File: src/rtl/fenv_pkg.sv
package fenv_pkg;

  typedef enum logic [1:0] {
    CMD_STENV    = 2'd0,
    CMD_FULLSAVE = 2'd1,
    CMD_LDENV    = 2'd2,
    CMD_NONE     = 2'd3
  } cmd_e;

  typedef enum logic [2:0] {
    FLD_CW, FLD_SW, FLD_TW, FLD_IPO, FLD_IPS, FLD_OPO, FLD_OPS, FLD_OPHI
  } fld_e;

  typedef struct packed {
    logic       last;
    fld_e       fld;
    logic [4:0] off;
    logic       wide;
  } beat_t;

  localparam int          REG_BITS  = 80;
  localparam int          REG_BYTES = 10;
  localparam logic [15:0] CW_INIT   = 16'h037F;
  localparam logic [15:0] TW_EMPTY  = 16'hFFFF;

  function automatic beat_t mk(input fld_e f, input logic [4:0] o,
                               input logic w, input logic l);
    beat_t b;
    b.fld  = f;
    b.off  = o;
    b.wide = w;
    b.last = l;
    return b;
  endfunction

  // Environment image length in bytes for the selected operand size.
  function automatic logic [4:0] img_len(input logic sz32);
    return sz32 ? 5'd28 : 5'd14;
  endfunction

  // Status word as stored: stack top placed in bits 13:11.
  function automatic logic [15:0] sw_with_top(input logic [15:0] sw,
                                              input logic [2:0] top);
    return {sw[15:14], top, sw[10:0]};
  endfunction

  // Beat number idx of an environment transfer.
  function automatic beat_t env_beat(input logic sz32, input logic prot,
                                     input logic load, input logic [2:0] idx);
    beat_t b;
    b = mk(FLD_CW, 5'd0, 1'b0, 1'b1);
    if (load) begin
      b.fld  = (idx == 3'd0) ? FLD_CW : (idx == 3'd1) ? FLD_SW : FLD_TW;
      b.off  = sz32 ? {idx, 2'b00} : {1'b0, idx, 1'b0};
      b.last = (idx >= 3'd2);
    end else begin
      case ({sz32, prot})
        2'b00: case (idx)
          3'd0:    b = mk(FLD_CW,  5'd0,  1'b0, 1'b0);
          3'd1:    b = mk(FLD_SW,  5'd2,  1'b0, 1'b0);
          3'd2:    b = mk(FLD_TW,  5'd4,  1'b0, 1'b0);
          3'd3:    b = mk(FLD_IPO, 5'd6,  1'b0, 1'b0);
          default: b = mk(FLD_OPO, 5'd10, 1'b0, 1'b1);
        endcase
        2'b01: case (idx)
          3'd0:    b = mk(FLD_CW,  5'd0,  1'b0, 1'b0);
          3'd1:    b = mk(FLD_SW,  5'd2,  1'b0, 1'b0);
          3'd2:    b = mk(FLD_TW,  5'd4,  1'b0, 1'b0);
          3'd3:    b = mk(FLD_IPO, 5'd6,  1'b0, 1'b0);
          3'd4:    b = mk(FLD_IPS, 5'd8,  1'b0, 1'b0);
          3'd5:    b = mk(FLD_OPO, 5'd10, 1'b0, 1'b0);
          default: b = mk(FLD_OPS, 5'd12, 1'b0, 1'b1);
        endcase
        2'b10: case (idx)
          3'd0:    b = mk(FLD_CW,   5'd0,  1'b0, 1'b0);
          3'd1:    b = mk(FLD_SW,   5'd4,  1'b0, 1'b0);
          3'd2:    b = mk(FLD_TW,   5'd8,  1'b0, 1'b0);
          3'd3:    b = mk(FLD_IPO,  5'd12, 1'b0, 1'b0);
          3'd4:    b = mk(FLD_OPO,  5'd20, 1'b0, 1'b0);
          default: b = mk(FLD_OPHI, 5'd24, 1'b1, 1'b1);
        endcase
        default: case (idx)
          3'd0:    b = mk(FLD_CW,  5'd0,  1'b0, 1'b0);
          3'd1:    b = mk(FLD_SW,  5'd4,  1'b0, 1'b0);
          3'd2:    b = mk(FLD_TW,  5'd8,  1'b0, 1'b0);
          3'd3:    b = mk(FLD_IPO, 5'd12, 1'b1, 1'b0);
          3'd4:    b = mk(FLD_IPS, 5'd16, 1'b1, 1'b0);
          3'd5:    b = mk(FLD_OPO, 5'd20, 1'b1, 1'b0);
          default: b = mk(FLD_OPS, 5'd24, 1'b1, 1'b1);
        endcase
      endcase
    end
    return b;
  endfunction

endpackage

File: src/rtl/fenv_layout.sv
module fenv_layout
  import fenv_pkg::*;
(
  input  logic       sz32,
  input  logic       prot,
  input  logic       load,
  input  logic [2:0] idx,
  output beat_t      beat,
  output logic [4:0] env_bytes
);
  always_comb begin
    beat      = env_beat(sz32, prot, load, idx);
    env_bytes = img_len(sz32);
  end
endmodule

File: src/rtl/fenv_regimg.sv
module fenv_regimg
  import fenv_pkg::*;
(
  input  logic [REG_BITS-1:0] img,
  input  logic [1:0]          part,
  output logic [31:0]         data,
  output logic [3:0]          off,
  output logic                wide,
  output logic                last_part
);
  always_comb begin
    case (part)
      2'd0:    begin data = img[31:0];            off = 4'd0; wide = 1'b1; end
      2'd1:    begin data = img[63:32];           off = 4'd4; wide = 1'b1; end
      default: begin data = {16'h0, img[79:64]};  off = 4'd8; wide = 1'b0; end
    endcase
    last_part = (part == 2'd2);
  end
endmodule

File: src/rtl/fenv_seq.sv
module fenv_seq
  import fenv_pkg::*;
#(
  parameter int AW   = 16,
  parameter int NREG = 8,
  localparam int RIW = (NREG > 1) ? $clog2(NREG) : 1
) (
  input  logic                clk,
  input  logic                rst_n,
  input  logic                start,
  input  logic [1:0]          cmd,
  input  logic                size32,
  input  logic                prot_mode,
  input  logic [AW-1:0]       base_addr,
  input  logic [15:0]         cw_in,
  input  logic [15:0]         sw_in,
  input  logic [15:0]         tw_in,
  input  logic [2:0]          top_in,
  input  logic [31:0]         ip_off_in,
  input  logic [15:0]         ip_seg_in,
  input  logic [31:0]         op_off_in,
  input  logic [15:0]         op_seg_in,
  output logic [RIW-1:0]      reg_sel,
  input  logic [REG_BITS-1:0] reg_img,
  output logic                mem_req,
  output logic                mem_we,
  output logic                mem_wide,
  output logic [AW-1:0]       mem_addr,
  output logic [31:0]         mem_wdata,
  input  logic [31:0]         mem_rdata,
  input  logic                mem_ready,
  output logic                busy,
  output logic                done,
  output logic                upd_valid,
  output logic [15:0]         upd_cw,
  output logic [15:0]         upd_sw,
  output logic [15:0]         upd_tw,
  output logic [2:0]          upd_top
);

  typedef enum logic [1:0] {S_IDLE, S_ENV, S_REG, S_FIN} st_e;

  st_e             state;
  cmd_e            cmd_q;
  logic            sz_q, prot_q;
  logic [AW-1:0]   base_q, reg_base_q;
  logic [15:0]     cw_q, sw_q, tw_q, ips_q, ops_q;
  logic [31:0]     ipo_q, opo_q;
  logic [2:0]      idx_q;
  logic [RIW-1:0]  ri_q;
  logic [1:0]      part_q;
  logic [15:0]     rd_cw, rd_sw, rd_tw;

  // Named internal events
  logic  start_ok, beat_fire, is_load, env_done, reg_done;
  beat_t eb;
  logic [4:0]  env_bytes;
  logic [31:0] rg_data, env_data;
  logic [3:0]  rg_off;
  logic        rg_wide, rg_last;

  assign is_load  = (cmd_q == CMD_LDENV);
  assign start_ok = (state == S_IDLE) && start && (cmd_e'(cmd) != CMD_NONE);
  assign beat_fire = mem_req && mem_ready;
  assign env_done = (state == S_ENV) && beat_fire && eb.last;
  assign reg_done = (state == S_REG) && beat_fire && rg_last &&
                    (ri_q == RIW'(NREG - 1));

  fenv_layout u_layout (
    .sz32(sz_q), .prot(prot_q), .load(is_load), .idx(idx_q),
    .beat(eb), .env_bytes(env_bytes)
  );

  fenv_regimg u_regimg (
    .img(reg_img), .part(part_q), .data(rg_data), .off(rg_off),
    .wide(rg_wide), .last_part(rg_last)
  );

  always_comb begin
    case (eb.fld)
      FLD_CW:   env_data = {16'h0, cw_q};
      FLD_SW:   env_data = {16'h0, sw_q};
      FLD_TW:   env_data = {16'h0, tw_q};
      FLD_IPO:  env_data = eb.wide ? ipo_q : {16'h0, ipo_q[15:0]};
      FLD_IPS:  env_data = {16'h0, ips_q};
      FLD_OPO:  env_data = eb.wide ? opo_q : {16'h0, opo_q[15:0]};
      FLD_OPS:  env_data = {16'h0, ops_q};
      default:  env_data = {4'h0, opo_q[31:16], 12'h0};
    endcase
  end

  always_comb begin
    busy      = (state != S_IDLE);
    done      = (state == S_FIN);
    mem_req   = (state == S_ENV) || (state == S_REG);
    mem_we    = !is_load;
    reg_sel   = ri_q;
    if (state == S_REG) begin
      mem_wide  = rg_wide;
      mem_addr  = reg_base_q + AW'(rg_off);
      mem_wdata = rg_data;
    end else begin
      mem_wide  = eb.wide;
      mem_addr  = base_q + AW'(eb.off);
      mem_wdata = env_data;
    end
    upd_valid = done && (cmd_q != CMD_STENV);
    if (cmd_q == CMD_FULLSAVE) begin
      upd_cw  = CW_INIT;
      upd_sw  = 16'h0;
      upd_tw  = TW_EMPTY;
      upd_top = 3'd0;
    end else begin
      upd_cw  = rd_cw;
      upd_sw  = rd_sw;
      upd_tw  = rd_tw;
      upd_top = rd_sw[13:11];
    end
  end

  always_ff @(posedge clk or negedge rst_n) begin
    if (!rst_n) begin
      state      <= S_IDLE;
      cmd_q      <= CMD_STENV;
      sz_q       <= 1'b0;
      prot_q     <= 1'b0;
      base_q     <= '0;
      reg_base_q <= '0;
      cw_q       <= '0;
      sw_q       <= '0;
      tw_q       <= '0;
      ips_q      <= '0;
      ops_q      <= '0;
      ipo_q      <= '0;
      opo_q      <= '0;
      idx_q      <= '0;
      ri_q       <= '0;
      part_q     <= '0;
      rd_cw      <= '0;
      rd_sw      <= '0;
      rd_tw      <= '0;
    end else begin
      case (state)
        S_IDLE: if (start_ok) begin
          state  <= S_ENV;
          cmd_q  <= cmd_e'(cmd);
          sz_q   <= size32;
          prot_q <= prot_mode;
          base_q <= base_addr;
          cw_q   <= cw_in;
          sw_q   <= sw_with_top(sw_in, top_in);
          tw_q   <= tw_in;
          ipo_q  <= ip_off_in;
          ips_q  <= ip_seg_in;
          opo_q  <= op_off_in;
          ops_q  <= op_seg_in;
          idx_q  <= '0;
        end
        S_ENV: if (beat_fire) begin
          if (is_load) begin
            case (eb.fld)
              FLD_CW:  rd_cw <= mem_rdata[15:0];
              FLD_SW:  rd_sw <= mem_rdata[15:0];
              default: rd_tw <= mem_rdata[15:0];
            endcase
          end
          if (eb.last) begin
            if (cmd_q == CMD_FULLSAVE) begin
              state      <= S_REG;
              ri_q       <= '0;
              part_q     <= '0;
              reg_base_q <= base_q + AW'(env_bytes);
            end else begin
              state <= S_FIN;
            end
          end else begin
            idx_q <= idx_q + 3'd1;
          end
        end
        S_REG: if (beat_fire) begin
          if (rg_last) begin
            part_q     <= '0;
            reg_base_q <= reg_base_q + AW'(REG_BYTES);
            if (ri_q == RIW'(NREG - 1)) state <= S_FIN;
            else                        ri_q  <= ri_q + RIW'(1);
          end else begin
            part_q <= part_q + 2'd1;
          end
        end
        default: state <= S_IDLE;
      endcase
    end
  end

  // Assertions
  p_hold_beat_r9: assert property (@(posedge clk) disable iff (!rst_n)
    mem_req && !mem_ready |=> mem_req && $stable(mem_addr) &&
                              $stable(mem_wdata) && $stable(mem_we));

  p_done_single_r10: assert property (@(posedge clk) disable iff (!rst_n)
    done |=> !done);

  p_idle_quiet_r10: assert property (@(posedge clk) disable iff (!rst_n)
    !busy |-> !mem_req);

  p_done_after_last_r10: assert property (@(posedge clk) disable iff (!rst_n)
    (env_done && cmd_q != CMD_FULLSAVE) || reg_done |=> done);

  p_mode_held_r11: assert property (@(posedge clk) disable iff (!rst_n)
    $past(busy) && busy |-> $stable(cmd_q) && $stable(sz_q) && $stable(base_q));

  p_reinit_r7: assert property (@(posedge clk) disable iff (!rst_n)
    upd_valid && cmd_q == CMD_FULLSAVE |->
      upd_cw == CW_INIT && upd_sw == 16'h0 && upd_tw == TW_EMPTY && upd_top == 3'd0);

  p_direction_r8: assert property (@(posedge clk) disable iff (!rst_n)
    mem_req |-> mem_we == (cmd_q != CMD_LDENV));

  p_upd_with_done_r12: assert property (@(posedge clk) disable iff (!rst_n)
    upd_valid |-> done && cmd_q != CMD_STENV);

endmodule

File: config.mk
export PLATFORM = sky130hd
export DESIGN_NAME = fenv_seq
export DESIGN_NICKNAME = d
export VERILOG_FILES = /design/src/rtl/fenv_pkg.sv /design/src/rtl/fenv_layout.sv /design/src/rtl/fenv_regimg.sv /design/src/rtl/fenv_seq.sv
export SDC_FILE = /design/constraint.sdc
export NUM_CORES = 1
export LEC_CHECK = 0
export BUFFER_PORTS_ARGS = -buffer_cell sky130_fd_sc_hd__clkbuf_2
export CAP_MARGIN = 0
export CORE_ASPECT_RATIO = 1.25
export CORE_MARGIN = 2
export CORE_UTILIZATION = 48
export CTS_BUF_LIST = sky130_fd_sc_hd__clkbuf_4 sky130_fd_sc_hd__clkbuf_8 sky130_fd_sc_hd__clkbuf_16
export CTS_CLUSTER_DIAMETER = 200
export CTS_CLUSTER_SIZE = 8
export DETAILED_ROUTE_END_ITERATION = 7
export GPL_TIMING_DRIVEN = 0
export PLACE_DENSITY = 0.79
export SYNTH_ARGS = -nofsm -noshare
export SYNTH_HDL_FRONTEND = slang
export SYNTH_SLANG_ARGS = --single-unit
File: constraint.sdc
create_clock -name clk -period 3.06 [get_ports clk]
set_input_delay 0.306 -clock clk [delete_from_list [all_inputs] [get_ports clk]]
set_output_delay 0.306 -clock clk [all_outputs]
set_load 0.02 [all_outputs]
=== Word level (Yosys, flattened, before mapping) ===
Index checks and enable logic that the tools add are counted.

* Mux-type cells: 55
* $lt $le $gt $ge: 1
* Div/mod/pow operators: 0
* $mul: 0
* Shift-type cells: 0
* Reductions and logical operators: 26
* Bitwise operators: 1
* Equal/unequal tests: 31
* $add $sub $neg: 7

{| class="wikitable"
|+ Operator list
! operator !! number
|-
| one-hot mux 32 bit (7 select lines) || 1
|-
| 2-to-1 mux 16 bit || 9
|-
| one-hot mux 10 bit (6 select lines) || 2
|-
| 2-to-1 mux 32 bit || 3
|-
| one-hot mux 32 bit (2 select lines) || 1
|-
| one-hot mux 10 bit (5 select lines) || 1
|-
| one-hot mux 10 bit (4 select lines) || 1
|-
| 2-to-1 mux 3 bit || 11
|-
| adder 16 x 5 -> 16 bit || 2
|-
| one-hot mux 16 bit (2 select lines) || 1
|-
| one-hot mux 10 bit (3 select lines) || 1
|-
| 2-to-1 mux 2 bit || 12
|-
| == test 3 bit (second input constant) || 6
|-
| inequality test 2 bit (second input constant) || 9
|-
| adder 16 x 4 -> 16 bit || 1
|-
| adder 16 x 4 -> 16 bit (second input constant) || 1
|-
| AND reduction 4 bit || 4
|-
| == test 3 x 2 -> 1 bit (second input constant) || 4
|-
| one-hot mux 3 bit (2 select lines) || 2
|-
| AND reduction 6 bit || 2
|-
| == test 2 bit (second input constant) || 5
|-
| 2-to-1 mux 5 bit || 2
|-
| 2-to-1 mux 9 bit || 1
|-
| == test 2 x 1 -> 1 bit (second input constant) || 4
|-
| other kinds (20) || 35
|}

* Word-level logic and storage cells: 140
* Output and inout port bits: 108
* Memory bits (writable): 0
* Bits of input ports: 283
* Bits in registers: 238
* Memory bits (read-only): 0
* Bits in latches: 0
* Memories: 0

=== Depth between registers and ports, before layout ===
Gate-level depths: netlist of run 1.

* Depth in word-level cells: 8
* Depth in mapped cells: 17
* Depth with buffers taken out: 17

=== By module ===
From an unflattened synthesis of run 1, not the netlist that was laid out.

* Cells, all modules: 1262
* Area total of the unflattened synthesis: 13815.8 um2

{| class="wikitable"
|+ By module, submodules not included
! module !! sequential area each (um2) !! cells an instance !! instances !! area each (um2)
|-
| fenv_seq || 5955.7 || 1126 || 1 || 12936.2
|-
| fenv_regimg || 0.0 || 97 || 1 || 650.6
|-
| fenv_layout || 0.0 || 39 || 1 || 229.0
|}

=== Least setup slack after synthesis of run 1 ===
OpenSTA, ideal clock, no wires.

* Path type: flip-flop to output port
* Start: register idx_q[2]
* End: output port mem_addr[12]
* Cell stages (with the launch flop): 16
* Path slack: -0.534 ns
* Buffers on the path: 1
* Required time: 2.754 ns
* Arrival: 3.288 ns
* Cell sequence: dfrtp_1 buf_2 inv_1 ha_1 or3_1 a21oi_1 nor3_1 a31o_2 ha_1 a21o_1 a21oi_1 nor2b_1 o2111ai_1 nor2_1 xnor2_1 o21ai_0

* Word-level cells in the longest chain between the ends: 6
* Elaborated cells on any way between the ends: 15
* Those cells by class: add/sub (1); eq/ne (5); mux (8); reduce/logical (1)

{| class="wikitable"
|+ RTL lines
! what !! RTL line !! RTL
|-
| from (decl) || fenv_seq.sv:49 || <nowiki>logic [2:0] idx_q;</nowiki>
|-
| from (signal assigned) || fenv_seq.sv:177 || <nowiki>idx_q <= idx_q + 3'd1;</nowiki>
|-
| == test 3 bit (tied with other cells) || fenv_pkg.sv:65, fenv_pkg.sv:82 ||
|-
| one-hot mux 10 bit (6 select lines) (tied with other cells) || fenv_pkg.sv:65 || <nowiki>2'b01: case (idx)</nowiki>
|-
| one-hot mux 10 bit (3 select lines) || fenv_pkg.sv:57 || <nowiki>case ({sz32, prot})</nowiki>
|-
| 2-to-1 mux 9 bit (*) || fenv_pkg.sv:52 || <nowiki>if (load) begin</nowiki>
|-
| adder 16 x 5 -> 16 bit (*) || fenv_seq.sv:104 || <nowiki>mem_addr = base_q + AW'(eb.off);</nowiki>
|-
| 2-to-1 mux 16 bit (*) || fenv_seq.sv:98 || <nowiki>if (state == S_REG) begin</nowiki>
|-
| to (decl) || fenv_seq.sv:28 || <nowiki>output logic [AW-1:0] mem_addr,</nowiki>
|}

Mark *: on every way between the ends. The rest lies on a longest branch, timed or not.

=== Worst setup path in the final report of run 1 ===
* Start: register idx_q[1]
* End: output port mem_wdata[3]

* Word-level cells in the longest chain between the ends: 7
* Elaborated cells on any way between the ends: 23
* Those cells by class: eq/ne (11); mux (10); reduce/logical (2)

{| class="wikitable"
|+ RTL lines
! what !! RTL line !! RTL
|-
| == test 3 bit (tied with other cells) || fenv_pkg.sv:65, fenv_pkg.sv:82 ||
|-
| one-hot mux 10 bit (6 select lines) (tied with other cells) || fenv_pkg.sv:82 || <nowiki>default: case (idx)</nowiki>
|-
| one-hot mux 10 bit (3 select lines) / 2-to-1 mux 3 bit (equally long branches) || fenv_pkg.sv:57, fenv_pkg.sv:53 ||
|-
| 2-to-1 mux 9 bit (*) || fenv_pkg.sv:52 ||
|-
| == test 3 bit (tied with other cells) || fenv_seq.sv:80 || <nowiki>case (eb.fld)</nowiki>
|-
| one-hot mux 32 bit (7 select lines) (*) || fenv_seq.sv:80 ||
|-
| 2-to-1 mux 32 bit (*) || fenv_seq.sv:98 ||
|-
| to (decl) || fenv_seq.sv:29 || <nowiki>output logic [31:0] mem_wdata,</nowiki>
|}

Marks and branches as above.

==> results of run 1 <==
-- routing by layer --
metal	GRT usage	share of wire	up-vias
met5	0	0	-
met4	0.191	0.067	0
met3	0.0607	0.076	204
met2	0.567	0.50	781
met1	0.370	0.36	6069
li1	-	-	5392
-- path summary, 6_finish.rpt --
check	to	slack, ps	cells after the start
hold / removal	base_q[3]	30	2
max in group asynchronous	base_q[5]	1770	3
setup / recovery	mem_wdata[3]	-1030	15
hold reg to reg	rd_tw[0]	490	1
min in group asynchronous	opo_q[31]	350	2
setup reg to reg	rd_cw[14]	-40	15
-- report_power, final --
group          total [mW]  internal (mW)  switching (mW)
clock                3.57           2.18            1.39
sequential           5.84           4.64            1.20
combinational        14.7           6.63            8.07
-- kinds of logic (layout without fill, tap and decap cells) --
family                   count (synthesis)  after routing  synth area share
AND/OR/NAND/NOR                        275            275             0.102
multiplexers                           271            271             0.227
AO/OA/AOI/OAI                          248            248             0.135
flip-flops                             238            238             0.451
buffers and inverters                  114            609            0.0374
XOR/XNOR                                35             35            0.0232
adder cells (fa/ha/maj)                 24             24            0.0239
other                                    0              2                 0
-- stage by stage --
stage	TNS, ps	utilization	instances
2_1_floorplan	-341	-	1205
3_3_place_gp	-779090	0.581	1921
3_5_place_dp	-29130	0.584	1923
4_1_cts	-30910	0.673	2018
5_1_grt	-40360	0.705	2047
6_report	-35560	0.705	2047
-- cell type report --
| class | instances | area, sq um |
|---|---|---|
| fillers | 1887 | 7950 |
| diodes | 2 | 5.00 |
| inverters | 22 | 87.6 |
| clock inverters | 1 | 20.0 |
| multi-input cells | 853 | 7890 |
| plain buffers | 90 | 591 |
| flip-flops and latches | 238 | 5960 |
| repair buffers | 456 | 3030 |
| clock buffers | 40 | 955 |
| well taps | 345 | 432 |
-- registers in the layout (all words and copies together) (netlist names) --
signal	cells
ipo_q	32
opo_q	32
base_q	16
cw_q	16
ips_q	16
ops_q	16
rd_cw	16
rd_sw	16
rd_tw	16
reg_base_q	16
sw_q	16
tw_q	16
idx_q	3
reg_sel	3
cmd_q	2
part_q	2
state	2
prot_q	1
sz_q	1
-- synthesized netlist by cell type (25+ instances only) --
master | instances | area, sq um
a21oi_1 | 30 | 150
and2_1 | 25 | 156
clkbuf_1 | 60 | 225
dfrtp_1 | 238 | 5960
mux2_2 | 217 | 2440
mux2i_1 | 48 | 480
nand2_1 | 79 | 297
nand2b_1 | 34 | 213
nor2_1 | 60 | 225
o21ai_0 | 66 | 330
-- repair_timing --
| item | CTS | global route |
|---|---|---|
| hold buffers | 1 | 0 |
| setup endpoints to repair | 83 | 81 |
| gates resized for setup | 239 | 178 |
| hold endpoints to repair | 62 | 0 |
| cloned | 4 | 1 |
| buffers inserted | 49 | 34 |
| pin swaps | 54 | 54 |
==> impl_metrics.tcl, run 1 <==
set metrics [dict create \
    run_status "complete, but fails checks" \
    violations "negative setup slack" \
    cpLargestDelayFamily "compound AO/OA/AOI/OAI gates" \
    design.core.area_sq_um 26900 \
    synth_warnings 0 \
    drc 0 \
    clkSinkCount 238 \
    overflow 0 \
    io_buffers 371 \
    hold_class "input pin to register" \
    total_power_mw 24.1 \
    finalMaxSlewViolations 0 \
    period_needed_ps 4090 \
    drv_cap 0 \
    stdcell_area_sq_um 19000 \
    synth-seq-cells 238 \
    fmax_ghz 0.245 \
    routabilityCongestion 0.917 \
    wl_per_cell_um 24.7 \
    async_flop_share 1.00 \
    cp_cell_sequence "ha_4, ha_4, or3_4, a21oi_4, buf_6, buf_6, o22ai_4, a32oi_2, buf_4, nand2_4, buf_8, buf_8, o41ai_1, a221o_1, buf_6" \
    max-slew-margin-rel 0.381 \
    whs_ps 29.0 \
    area_growth_pct 43.5 \
    ctsLongestPathBuffers 3 \
    crit_required_ps 2750 \
    setup_violations 63 \
    startpoint "idx_q[1]" \
    vias 12400 \
    grt_pass1_wl_um 72300 \
    synth_nets 1512 \
    grt_max_degree 105 \
    start_util 0.491 \
    cp_num_buf_inv 6 \
    layout_commonest_cell "clkbuf_2" \
    clk_latency_ps 510 \
    reg2reg_from "idx_q[1]" \
    antenna_found_initial 2 \
    rows 67 \
    place_area_sq_um 15700 \
    synth-seq-area-share 0.451 \
    crit_top_cell "buf_6" \
    dpl.hpwl_um 35200 \
    cts_buffers 35 \
    rsz0062_at_grt "yes" \
    leakagePower_nw 8.80 \
    die_h_um 190 \
    crit_type "register to output port" \
    cts.clk_slew.worst_paths_ps 60 \
    report.final.hold_viol_count 0 \
    final_nets 2003 \
    startpoint_type "register" \
    worstPathArrival_ps 3780 \
    die-area_sq_um 28900 \
    io_pins 391 \
    cts_tree "yes" \
    cts-root-buf "clkbuf_16" \
    grt_pass1_vias 12700 \
    timing.final.ws_setup_ps -1030 \
    drtIter0Drc 1108 \
    tightest_slew_ps 929 \
    period_share 1.34 \
    h-tree-depth 2 \
    viasPerCell 6.08 \
    syn_inst 1205 \
    synth_top_flop_cell "dfrtp_1" \
    firstDrtPassIters 7 \
    grt_usage 0.324 \
    routed_wl_um 50500 \
    worstHoldStart "base_addr[3]" \
    power_density_nw_per_um2 1270 \
    cp-end-kind "output port" \
    final_cell_mix "clkbuf_2, dfrtp_1, mux2_2" \
    die_x_um 152 \
    crit_fanout 10 \
    max-vdd-ir-drop_mv 0.909 \
    cpMaxStageDelayCell "o41ai_1" \
    netlist_area_sq_um 13200 \
    yosysUniqueCellTypes 68 \
    drive_above_1_share 0.539 \
    avgSynthCellArea_sq_um 11.0 \
    postRouteAntennaNets 0 \
    synth_edf_count 0 \
    place_ws_ps -868 \
    slowest_delay_ps 570 \
    fin_skew_ps 19.8 \
]
Power figures use the tool's default switching activity.
==> inputs of run 2 (changes only) <==
- ABC_AREA: unset -> 1
- CAP_MARGIN: 0 -> 10
==> run 2 against run 1 <==
Compared with the run above:
- the run ends with negative hold slack, negative setup slack left
- critical path depth up 6
- via count up 23%
- cell count up 35%
- power down 10%
- sequential share of layout area up 1.2 points
- area after synthesis up 2.5%
- critical path type unchanged
- combinational power down 14%
==> impl_metrics.tcl, run 2 <==
set metrics [dict create \
    post-synth-top-count-cell "nand2_1" \
    grt_max_degree 110 \
    wl_per_cell_um 18.6 \
    period_needed_ps 3740 \
    total_power_mw 21.6 \
    final_nets 2719 \
    grt_pass1_vias 14700 \
    io_buffers 371 \
    drive_above_1_share 0.271 \
    h-tree-depth 2 \
    period_share 1.22 \
    place_area_sq_um 15900 \
    startpoint_type "register" \
    switching_power_mw 10.5 \
    overflow 0 \
    max-vdd-ir-drop_mv 0.673 \
    routabilityCongestion 0.940 \
    cts_buffers 35 \
    antenna_found_initial 0 \
    synth-seq-cells 238 \
    synth_top_flop_cell "dfrtp_1" \
    area_growth_pct 34.7 \
    highest_layer "met4" \
    fin_skew_ps 26.4 \
    synth-seq-area-share 0.440 \
    cts_tree "yes" \
    run_status "complete, but fails checks" \
    rows 68 \
    cts.clk_slew.worst_paths_ps 60 \
    finalMaxSlewViolations 0 \
    start_util 0.488 \
    postRouteAntennaNets 0 \
    comb_power_share 0.582 \
    synth_nets 2235 \
    synth_warnings 0 \
    netlist_area_sq_um 13500 \
    die-area_sq_um 29600 \
    hold_class "input pin to register" \
    fmax_ghz 0.268 \
    max-slew-margin-rel 0.226 \
    yosysTopAreaCell "dfrtp_1" \
    ctsLongestPathBuffers 3 \
    switching_share 0.485 \
    clk_latency_ps 520 \
    async_flop_share 1.00 \
    layout_commonest_cell "nand2_1" \
    violations "negative hold slack, negative setup slack" \
    whs_ps -6.16 \
    report.final.hold_viol_count 1 \
    synth_top_area_share 0.440 \
    final_cell_mix "nand2_1, clkbuf_2, dfrtp_1" \
    power_density_nw_per_um2 1180 \
    crit_fanout 5 \
    placedCellCount 2651 \
    yosysUniqueCellTypes 46 \
    cp-end-kind "output port" \
    drc 0 \
    drtIter0Drc 1164 \
    synthTopCellsByArea "dfrtp_1, nand2_1, nand4_1" \
    diodes 0 \
    synth_edf_count 0 \
    clkSinkCount 238 \
    top_regs "ipo_q x32, opo_q x32" \
    wl_met1_um 19400 \
    cts-root-buf "clkbuf_16" \
    final_util 0.658 \
    timing.final.ws_setup_ps -676 \
    seq_power_share 0.257 \
    crit_required_ps 2750 \
    vias 15300 \
    io_pins 391 \
    tightest_slew_ps 1150 \
    drv_cap 0 \
    p_clk_frac 0.161 \
    rsz0062_at_grt "yes" \
    p_int_mw 11.1 \
    die_x_um 154 \
    syn_inst 1928 \
    crit_type "register to output port" \
    final_cells 2764 \
    dpl.hpwl_um 38500 \
    routed_wl_um 51500 \
    stdcell_area_sq_um 18300 \
    ys_top_cells_by_count "nand2_1, dfrtp_1, nor2_1" \
    firstDrtPassIters 6 \
    grt_pass1_wl_um 77800 \
    fillers 2405 \
    avgSynthCellArea_sq_um 7.03 \
    wl_met2_um 25400 \
    worstPathArrival_ps 3430 \
    leakagePower_nw 9.94 \
    setup_violations 47 \
    wl_met3_um 4010 \
    die_h_um 192 \
    design.core.area_sq_um 27700 \
    grt_usage 0.337 \
    viasPerCell 5.54 \
]
run 2: changes by cell type in the layout (fill, tap and decap cells not counted), sizes merged, moves of 69 or more:
cell / delta
nand3: +74
nand2: +758
nand4: +76
nor2: +70
mux2: -223
inv: +109
o21ai: +69
run 2: final timing paths:
kind	from	end	slack, ps	cells past startpoint
setup / recovery	idx_q[1]	mem_addr[12]	-680	21
hold / removal	ip_off_in[29]	ipo_q[29]	-6	3
setup reg to reg	idx_q[1]	reg_base_q[13]	140	14
hold reg to reg	rd_cw[6]	rd_cw[6]	480	2
max in group asynchronous	rst_n	rd_sw[5]	1900	3
min in group asynchronous	rst_n	base_q[0]	270	2
run 2: power by group through the flow:
stage                     registers (mW)  clock network [mW]  logic [mW]
after global placement              5.45                   0        10.2
after floorplan                     5.12                   0        7.11
after CTS                           5.47                3.50        11.2
final                               5.55                3.47        12.6
after global routing                5.67                3.64        13.7
after detailed placement            5.48                   0        10.4
run 2: per-layer routing:
layer  vias up  track usage
met3       175       0.0539
met5         -            0
met4         0        0.171
met2       814        0.590
met1      7229        0.404
li1       7108            -
run 2: through the flow:
step	setup slack, ps	TNS [ps]
after floorplan	-92.7	-92.7
after global placement	-3060	-733830
after detailed placement	-1070	-11280
after CTS	-705	-22330
after global routing	-803	-27880
final	-676	-21190
run 2: repair_timing:
action / CTS / global route
hold endpoints to repair: 53 / 0
hold buffers: 22 / 0
gates cloned: 0 / 4
resized for setup: 106 / 168
setup buffers: 25 / 24
pin swaps: 30 / 43
setup endpoints to repair: 49 / 49
run 2: kinds of logic after synthesis:
logic type      Yosys count  share of synthesized area
simple gates           1195                      0.366
xor+xnor                 19                     0.0123
flops                   238                      0.440
fa+ha+maj                24                     0.0233
compound gates          210                     0.0853
buf+inv                 242                     0.0737
run 2: cell type report:
cell class / count / area (sq um) / share of cell area
repair buffers: 448 / 2690 / 0.147
clock buffers: 37 / 915 / 0.0501
clock inverters: 2 / 25.0 / 0.00137
well taps: 350 / 438 / 0.0240
inverters: 132 / 518 / 0.0284
multi-input cells: 1448 / 7080 / 0.388
flip-flops and latches: 238 / 5960 / 0.326
plain buffers: 109 / 626 / 0.0343
run 2: critical path, cell delays in order, from the launching register on:
cell      delay [ps]
dfrtp_2          460
clkinv_4         120
ha_4             180
nand2_4           60
buf_6            100
nand3_4           80
nand2_2           90
nand2_2           50
a32oi_2          250
inv_2             90
ha_4             270
nand3_2           60
nand3_2           90
and2_4           160
nor2_4            50
nor2_4           130
nand3_4          110
nor3_4           160
a21oi_2           70
o21ai_1          110
nand2_1           80
clkbuf_8         160
